--- src/rtl/pn_lfsr_pkg.sv ---
package pn_lfsr_pkg;

  localparam int MAX_W = 64;

  // Primitive-polynomial tap masks, bit i set means stage i feeds back.
  function automatic logic [MAX_W-1:0] tap_mask(input int w);
    logic [MAX_W-1:0] m;
    m = '0;
    case (w)
      3:  m[2:0]  = 3'b110;
      4:  m[3:0]  = 4'b1100;
      5:  m[4:0]  = 5'b10100;
      6:  m[5:0]  = 6'b110000;
      7:  m[6:0]  = 7'b1100000;
      8:  m[7:0]  = 8'hB8;
      16: m[15:0] = 16'hD008;
      default: m = '0;
    endcase
    return m;
  endfunction

  typedef enum logic {FB_XOR = 1'b0, FB_XNOR = 1'b1} fb_form_e;

endpackage

--- src/rtl/pn_lfsr_feedback.sv ---
module pn_lfsr_feedback #(
  parameter int WIDTH = 8
) (
  input  logic [WIDTH-1:0] cur_state,
  input  logic             xnor_sel,
  output logic             fb_raw
);
  import pn_lfsr_pkg::*;

  localparam logic [MAX_W-1:0] FULL_MASK = tap_mask(WIDTH);
  localparam logic [WIDTH-1:0] TAPS      = FULL_MASK[WIDTH-1:0];

  generate
    if (TAPS == '0) begin : g_bad_width
      initial $error("pn_lfsr_feedback: no tap set for WIDTH=%0d", WIDTH);
    end
  endgenerate

  logic [WIDTH-1:0] tapped;
  logic             parity;

  always_comb begin
    tapped = cur_state & TAPS;
    parity = ^tapped;
    fb_raw = (fb_form_e'(xnor_sel) == FB_XNOR) ? ~parity : parity;
  end

endmodule

--- src/rtl/pn_lfsr_escape.sv ---
module pn_lfsr_escape #(
  parameter int WIDTH = 8
) (
  input  logic [WIDTH-1:0] cur_state,
  input  logic             xnor_sel,
  input  logic             fb_raw,
  output logic             fb_fixed,
  output logic             stuck
);
  logic zeros_seen;
  logic ones_seen;

  always_comb begin
    zeros_seen = ~|cur_state;   // wide NOR
    ones_seen  = &cur_state;    // wide AND
    if (xnor_sel) begin
      stuck    = ones_seen;
      fb_fixed = fb_raw & ~ones_seen;
    end else begin
      stuck    = zeros_seen;
      fb_fixed = fb_raw | zeros_seen;
    end
  end

endmodule

--- src/rtl/pn_lfsr_store.sv ---
module pn_lfsr_store #(
  parameter int WIDTH    = 8,
  parameter int SEED_BIT = 0
) (
  input  logic             clk,
  input  logic             rst,
  input  logic             en,
  input  logic [WIDTH-1:0] nxt_logical,
  output logic [WIDTH-1:0] cur_logical
);
  localparam logic [WIDTH-1:0] INV_MASK = WIDTH'(1) << SEED_BIT;

  generate
    if (SEED_BIT < 0 || SEED_BIT >= WIDTH) begin : g_bad_seed
      initial $error("pn_lfsr_store: SEED_BIT out of range");
    end
  endgenerate

  logic [WIDTH-1:0] phys_q;

  always_ff @(posedge clk) begin
    if (rst)
      phys_q <= '0;
    else if (en)
      phys_q <= nxt_logical ^ INV_MASK;
  end

  assign cur_logical = phys_q ^ INV_MASK;

endmodule

--- src/rtl/pn_lfsr_gen.sv ---
module pn_lfsr_gen #(
  parameter int WIDTH    = 8,
  parameter int SEED_BIT = 0
) (
  input  logic             clk,
  input  logic             rst,
  input  logic             en,
  input  logic             xnor_sel,
  output logic             pn_bit,
  output logic [WIDTH-1:0] state_word
);
  localparam logic [WIDTH-1:0] ALL_ONES = '1;
  localparam logic [WIDTH-1:0] SEED     = WIDTH'(1) << SEED_BIT;

  logic [WIDTH-1:0] cur_state;
  logic [WIDTH-1:0] nxt_state;
  logic             fb_raw;
  logic             fb_fixed;
  logic             stuck;

  pn_lfsr_feedback #(.WIDTH(WIDTH)) u_fb (
    .cur_state (cur_state),
    .xnor_sel  (xnor_sel),
    .fb_raw    (fb_raw)
  );

  pn_lfsr_escape #(.WIDTH(WIDTH)) u_esc (
    .cur_state (cur_state),
    .xnor_sel  (xnor_sel),
    .fb_raw    (fb_raw),
    .fb_fixed  (fb_fixed),
    .stuck     (stuck)
  );

  assign nxt_state = {cur_state[WIDTH-2:0], fb_fixed};

  pn_lfsr_store #(.WIDTH(WIDTH), .SEED_BIT(SEED_BIT)) u_store (
    .clk         (clk),
    .rst         (rst),
    .en          (en),
    .nxt_logical (nxt_state),
    .cur_logical (cur_state)
  );

  assign state_word = cur_state;
  assign pn_bit     = cur_state[WIDTH-1];

  AST_HOLD_WHEN_IDLE: assert property (@(posedge clk) disable iff (rst)
    !en |=> $stable(state_word));

  AST_SHIFT_UP: assert property (@(posedge clk) disable iff (rst)
    en |=> state_word[WIDTH-1:1] == $past(state_word[WIDTH-2:0]));

  AST_XOR_NO_STICK: assert property (@(posedge clk) disable iff (rst)
    (en && !xnor_sel && state_word == '0) |=> state_word == WIDTH'(1));

  AST_XNOR_NO_STICK: assert property (@(posedge clk) disable iff (rst)
    (en && xnor_sel && state_word == ALL_ONES) |=> state_word == (ALL_ONES ^ WIDTH'(1)));

  AST_ESCAPE_ONLY_AT_LOCK: assert property (@(posedge clk) disable iff (rst)
    (en && !stuck) |=> state_word != $past(state_word) || $past(state_word) == '0 || $past(state_word) == ALL_ONES);

  AST_SEED_AFTER_RESET: assert property (@(posedge clk) disable iff (rst)
    $fell(rst) |-> state_word == SEED || $past(en));

endmodule

--- config.mk ---
export PLATFORM = sky130hd
export DESIGN_NAME = pn_lfsr_gen
export DESIGN_NICKNAME = d
export VERILOG_FILES = /design/src/rtl/pn_lfsr_pkg.sv /design/src/rtl/pn_lfsr_feedback.sv /design/src/rtl/pn_lfsr_escape.sv /design/src/rtl/pn_lfsr_store.sv /design/src/rtl/pn_lfsr_gen.sv
export SDC_FILE = /design/constraint.sdc
export NUM_CORES = 1
export LEC_CHECK = 0
export CAP_MARGIN = 20
export CORE_AREA = 2 2 39 41
export CTS_CLUSTER_SIZE = 30
export DETAILED_ROUTE_END_ITERATION = 10
export DIE_AREA = 0 0 41 43
export GPL_TIMING_DRIVEN = 0
export PLACE_DENSITY = 0.6
export SYNTH_ARGS = -nofsm -noshare
export SYNTH_HDL_FRONTEND = slang
export SYNTH_HIERARCHICAL = 1
export SYNTH_SLANG_ARGS = --single-unit
--- constraint.sdc ---
create_clock -name clk -period 3.9 [get_ports clk]
set_input_delay 0.975 -clock clk [delete_from_list [all_inputs] [get_ports clk]]
set_output_delay 0.975 -clock clk [all_outputs]
set_load 0.05 [all_outputs]
# After elaboration in Yosys (flattened, before gate mapping)
# Cells that the tools add are included.
[word_totals]
input_bits = 4
ff_bits = 8
out_inout_bits = 9
wordCells = 13
[classes]
reduce_logical = 4
bitwise_logic = 6
muxes = 2
[ops]
columns = ["operator", "count"]
rows = [
  ["AND reduction 8 bit", 1],
  ["OR reduction 8 bit", 1],
  ["parity 8 bit", 1],
  ["inverter 1 bit", 4],
  ["2-to-1 mux 1 bit", 2],
  ["AND 1 bit", 1],
  ["zero test 1 bit", 1],
  ["bitwise OR 1 bit", 1],
]

# Depth between registers and ports, before layout
[depth]
word_depth = 6
depth_mapped = 6
ltp_nobuf = 5

# By module
# Netlist, hierarchy kept.
[modules_own_cells]
columns = ["mod", "cells_each", "n_inst", "seq_area_each_um2", "area_each_um2"]
rows = [
  ["pn_lfsr_store", 34, 1, 160.2, 344.1],
  ["pn_lfsr_escape", 10, 1, 0.0, 77.6],
  ["pn_lfsr_feedback", 3, 1, 0.0, 40.0],
  ["pn_lfsr_gen", 1, 1, 0.0, 7.5],
]

# Worst setup path before layout
# OpenSTA, ideal clock, no wires.
[synth_path]
path_type = "register -> output"
from = "register u_store.phys_q[7]"
to = "output pn_bit"
stages_incl_launch_ff = 3
t_required_ns = 2.925
path_slack_ns = 2.179
n_path_buf = 2
arrival_ns = 0.746
cell_sequence = "dfxtp_1 buf_4 buf_4"
[synth_rtl]
columns = ["element", "line", "source"]
rows = [
  ["from (decl)", "pn_lfsr_store.sv:19", "logic [WIDTH-1:0] phys_q;"],
  ["from (signal assigned)", "pn_lfsr_store.sv:25", "phys_q <= nxt_logical ^ INV_MASK;"],
  ["to (decl)", "pn_lfsr_gen.sv:9", "output logic pn_bit,"],
]
# No word-level cell between the ends.

# Final worst setup path
[layout_path]
from = "register u_store.phys_q[7]"
to = "output pn_bit"
# No word-level cell between the ends.

==> flow_metrics.py <==
metrics = {
    "outcome": {
        "status": "finished clean",
    },
    "timing": {
        "maxSlewHeadroom_pct": 67.2,
        "finalCriticalPeriod_ns": 2.57,
        "fin_crit_sh_pct": 66.0,
        "finalSetupViolations": 0,
        "fin_setup_tns_ns": 0,
        "fin_ws_ns": 1.33,
        "worst_pin_slew_ns": 0.491,
        "worst_hold_slack_ns": 0.493,
        "max_freq_mhz": 389,
        "fin_skew_ns": 0.000433,
        "finalHoldViolCount": 0,
        "finalMaxSlewViolations": 0,
        "rsz0062_at_grt": "false",
    },
    "clocking": {
        "cts_made_buffers": 3,
        "root_buffer": "clkbuf_4",
        "cts_resized": 0,
        "cts.sinks": 8,
        "worstSkewPairLatency_ns": 0.25,
        "post-cts-setup-buffers": 0,
        "htree_levels": 1,
        "hold_buffers": 0,
        "clockBufferDepth": 2,
        "cts_tree": "yes",
        "clkSlewWorstSetupHoldPaths_ns": 0.05,
    },
    "power_and_ir_drop": {
        "power_switching_uw": 50.0,
        "irDropWorstVdd_uv": 123,
        "p_int_uw": 135,
        "power_frac_clock_pct": 33.8,
        "swShare_pct": 27.0,
        "seq_power_share_pct": 46.2,
        "p_per_area_mw_per_mm2": 311,
        "power_frac_comb_pct": 19.9,
        "leakage_uw": 0.000251,
    },
    "setup_path": {
        "cp.required_ns": 2.92,
        "cp.arrival_ns": 1.60,
        "worstReg2RegEnd": "u_store/phys_q[0]",
        "rr_startpoint": "u_store/phys_q[5]",
        "worstSetupPathType": "flop to output port",
        "end_kind": "output port",
        "r2r_setup_slack_ns": 2.41,
        "path_max_fanout": 5,
        "cp-start-kind": "flop",
        "worstRegToRegCells": 6,
    },
    "synthesis": {
        "syn_area_um2": 453,
        "syn_inst": 45,
        "synth_nets": 49,
        "synth_area_per_cell_um2": 10.1,
        "ys_warn_count": 6,
    },
    "global_routing": {
        "met2_usage_pct": 15.9,
        "grt_pass1_wl_um": 1250,
        "busiest_layer": "met2",
        "grt_max_degree": 10,
        "grt_overflow": 0,
        "grtUsageMet1_pct": 12.2,
        "grt_pass1_vias": 327,
        "grt_usage_pct": 10.7,
        "antenna_found_initial": 0,
        "use_met3_pct": 3.14,
    },
    "routing": {
        "dr_total_vias": 332,
        "ant_nets": 0,
        "drt-initial-drc-count": 4,
        "avgViaCountPerCell": 4.49,
        "route.detailed.drc": 0,
        "routed_wl_um": 822,
        "wl_per_cell_um": 11.1,
        "first_pass_iters": 4,
    },
    "layout": {
        "top_register": "u_store/phys_q",
        "largest_reg_flops": 8,
        "stdcell_area_um2": 596,
        "syn_to_final_growth_pct": 31.5,
        "antenna_cells": 0,
        "n_fill_cell": 158,
        "nets": 64,
        "drive_gt1_share_pct": 25.9,
        "multi_input_area_um2": 214,
        "largestRegisters": "u_store/phys_q x8",
        "seq_area_um2": 160,
    },
    "floorplan": {
        "boundaryPins": 13,
        "die_h_um": 43,
        "rows": 14,
        "start_util_pct": 32.7,
        "fp.dieArea_mm2": 0.00176,
        "fp.coreArea_mm2": 0.00138,
        "die_w_um": 41,
    },
    "hold_path": {
        "min_path_cells": 2,
        "min_to": "u_store/phys_q[2]",
        "hold_path_class": "flop to flop",
        "hold_path_startpoint": "u_store/phys_q[2]",
    },
    "placed_design": {
        "dpl_cell_area_um2": 573,
        "port_buffers": 10,
        "gp_routability_congestion": 0.650,
        "dp_hpwl_um": 621,
        "place_ws_ns": 1.55,
    },
    "run": {
        "drv_cap": 0,
    },
}
[per-stage QoR]
| stage | utilization (%) | cells | total power (uW) |
|---|---|---|---|
| floorplan | - | 45 | 115 |
| global placement | 41.4 | 71 | 124 |
| detailed placement | 41.4 | 71 | 125 |
| CTS | 43.0 | 74 | 189 |
| global route | 43.0 | 74 | 196 |
| finish | 43.0 | 74 | 185 |
[worst max path at each step]
stage / slack (ns) / cells past startpoint / start / to
6_report: 1.33 / 3 / u_store/phys_q[7] / pn_bit
3_3_place_gp: 1.58 / 6 / xnor_sel / u_store/phys_q[0]
5_1_grt: 1.27 / 3 / u_store/phys_q[7] / pn_bit
3_5_place_dp: 1.55 / 6 / xnor_sel / u_store/phys_q[0]
2_1_floorplan: 2.18 / 2 / u_store/phys_q[7] / pn_bit
4_1_cts: 1.31 / 3 / u_store/phys_q[7] / pn_bit
[area by class of cell]
cell class,instances,area share (%)
multi-input cells,26,35.9
inverters,1,0.630
plain buffers,10,12.6
clock buffers,3,3.78
well taps,16,3.36
flip-flops and latches,8,26.9
repair buffers,10,16.8
[layer usage]
metal	part of all wire (%)	vias to the layer above
li1	-	173
met5	0	-
met4	1.7	0
met3	3.6	2
met1	44	150
met2	50	7
[cells in the final DEF (no fill, tap or decap)]
master / count
nand4_1: 2
inv_1: 1
buf_4: 8
xnor2_1: 1
a211oi_2: 1
o21ai_0: 1
nor2_1: 8
nor4_2: 1
nor4_4: 1
xnor3_1: 1
buf_6: 1
clkbuf_4: 3
xor2_1: 1
mux2i_1: 7
o21ai_1: 1
a21oi_1: 1
clkdlybuf4s50_1: 10
clkbuf_1: 1
dfxtp_1: 8
[power groups by stage]
stage	logic [uW]	clock network [uW]	registers [uW]
3_5_place_dp	37.3	0	87.3
2_1_floorplan	28.2	0	87.1
6_report	36.9	62.7	85.7
3_3_place_gp	37.2	0	87.3
5_1_grt	39.4	70.6	85.9
4_1_cts	37.4	65.9	85.6
[critical path, cell delays in order, from the launching register on]
cell             delay, ns
dfxtp_1               0.32
buf_4                 0.14
buf_4                 0.10
clkdlybuf4s50_1       0.78
(Power assumes the default switching activity.)
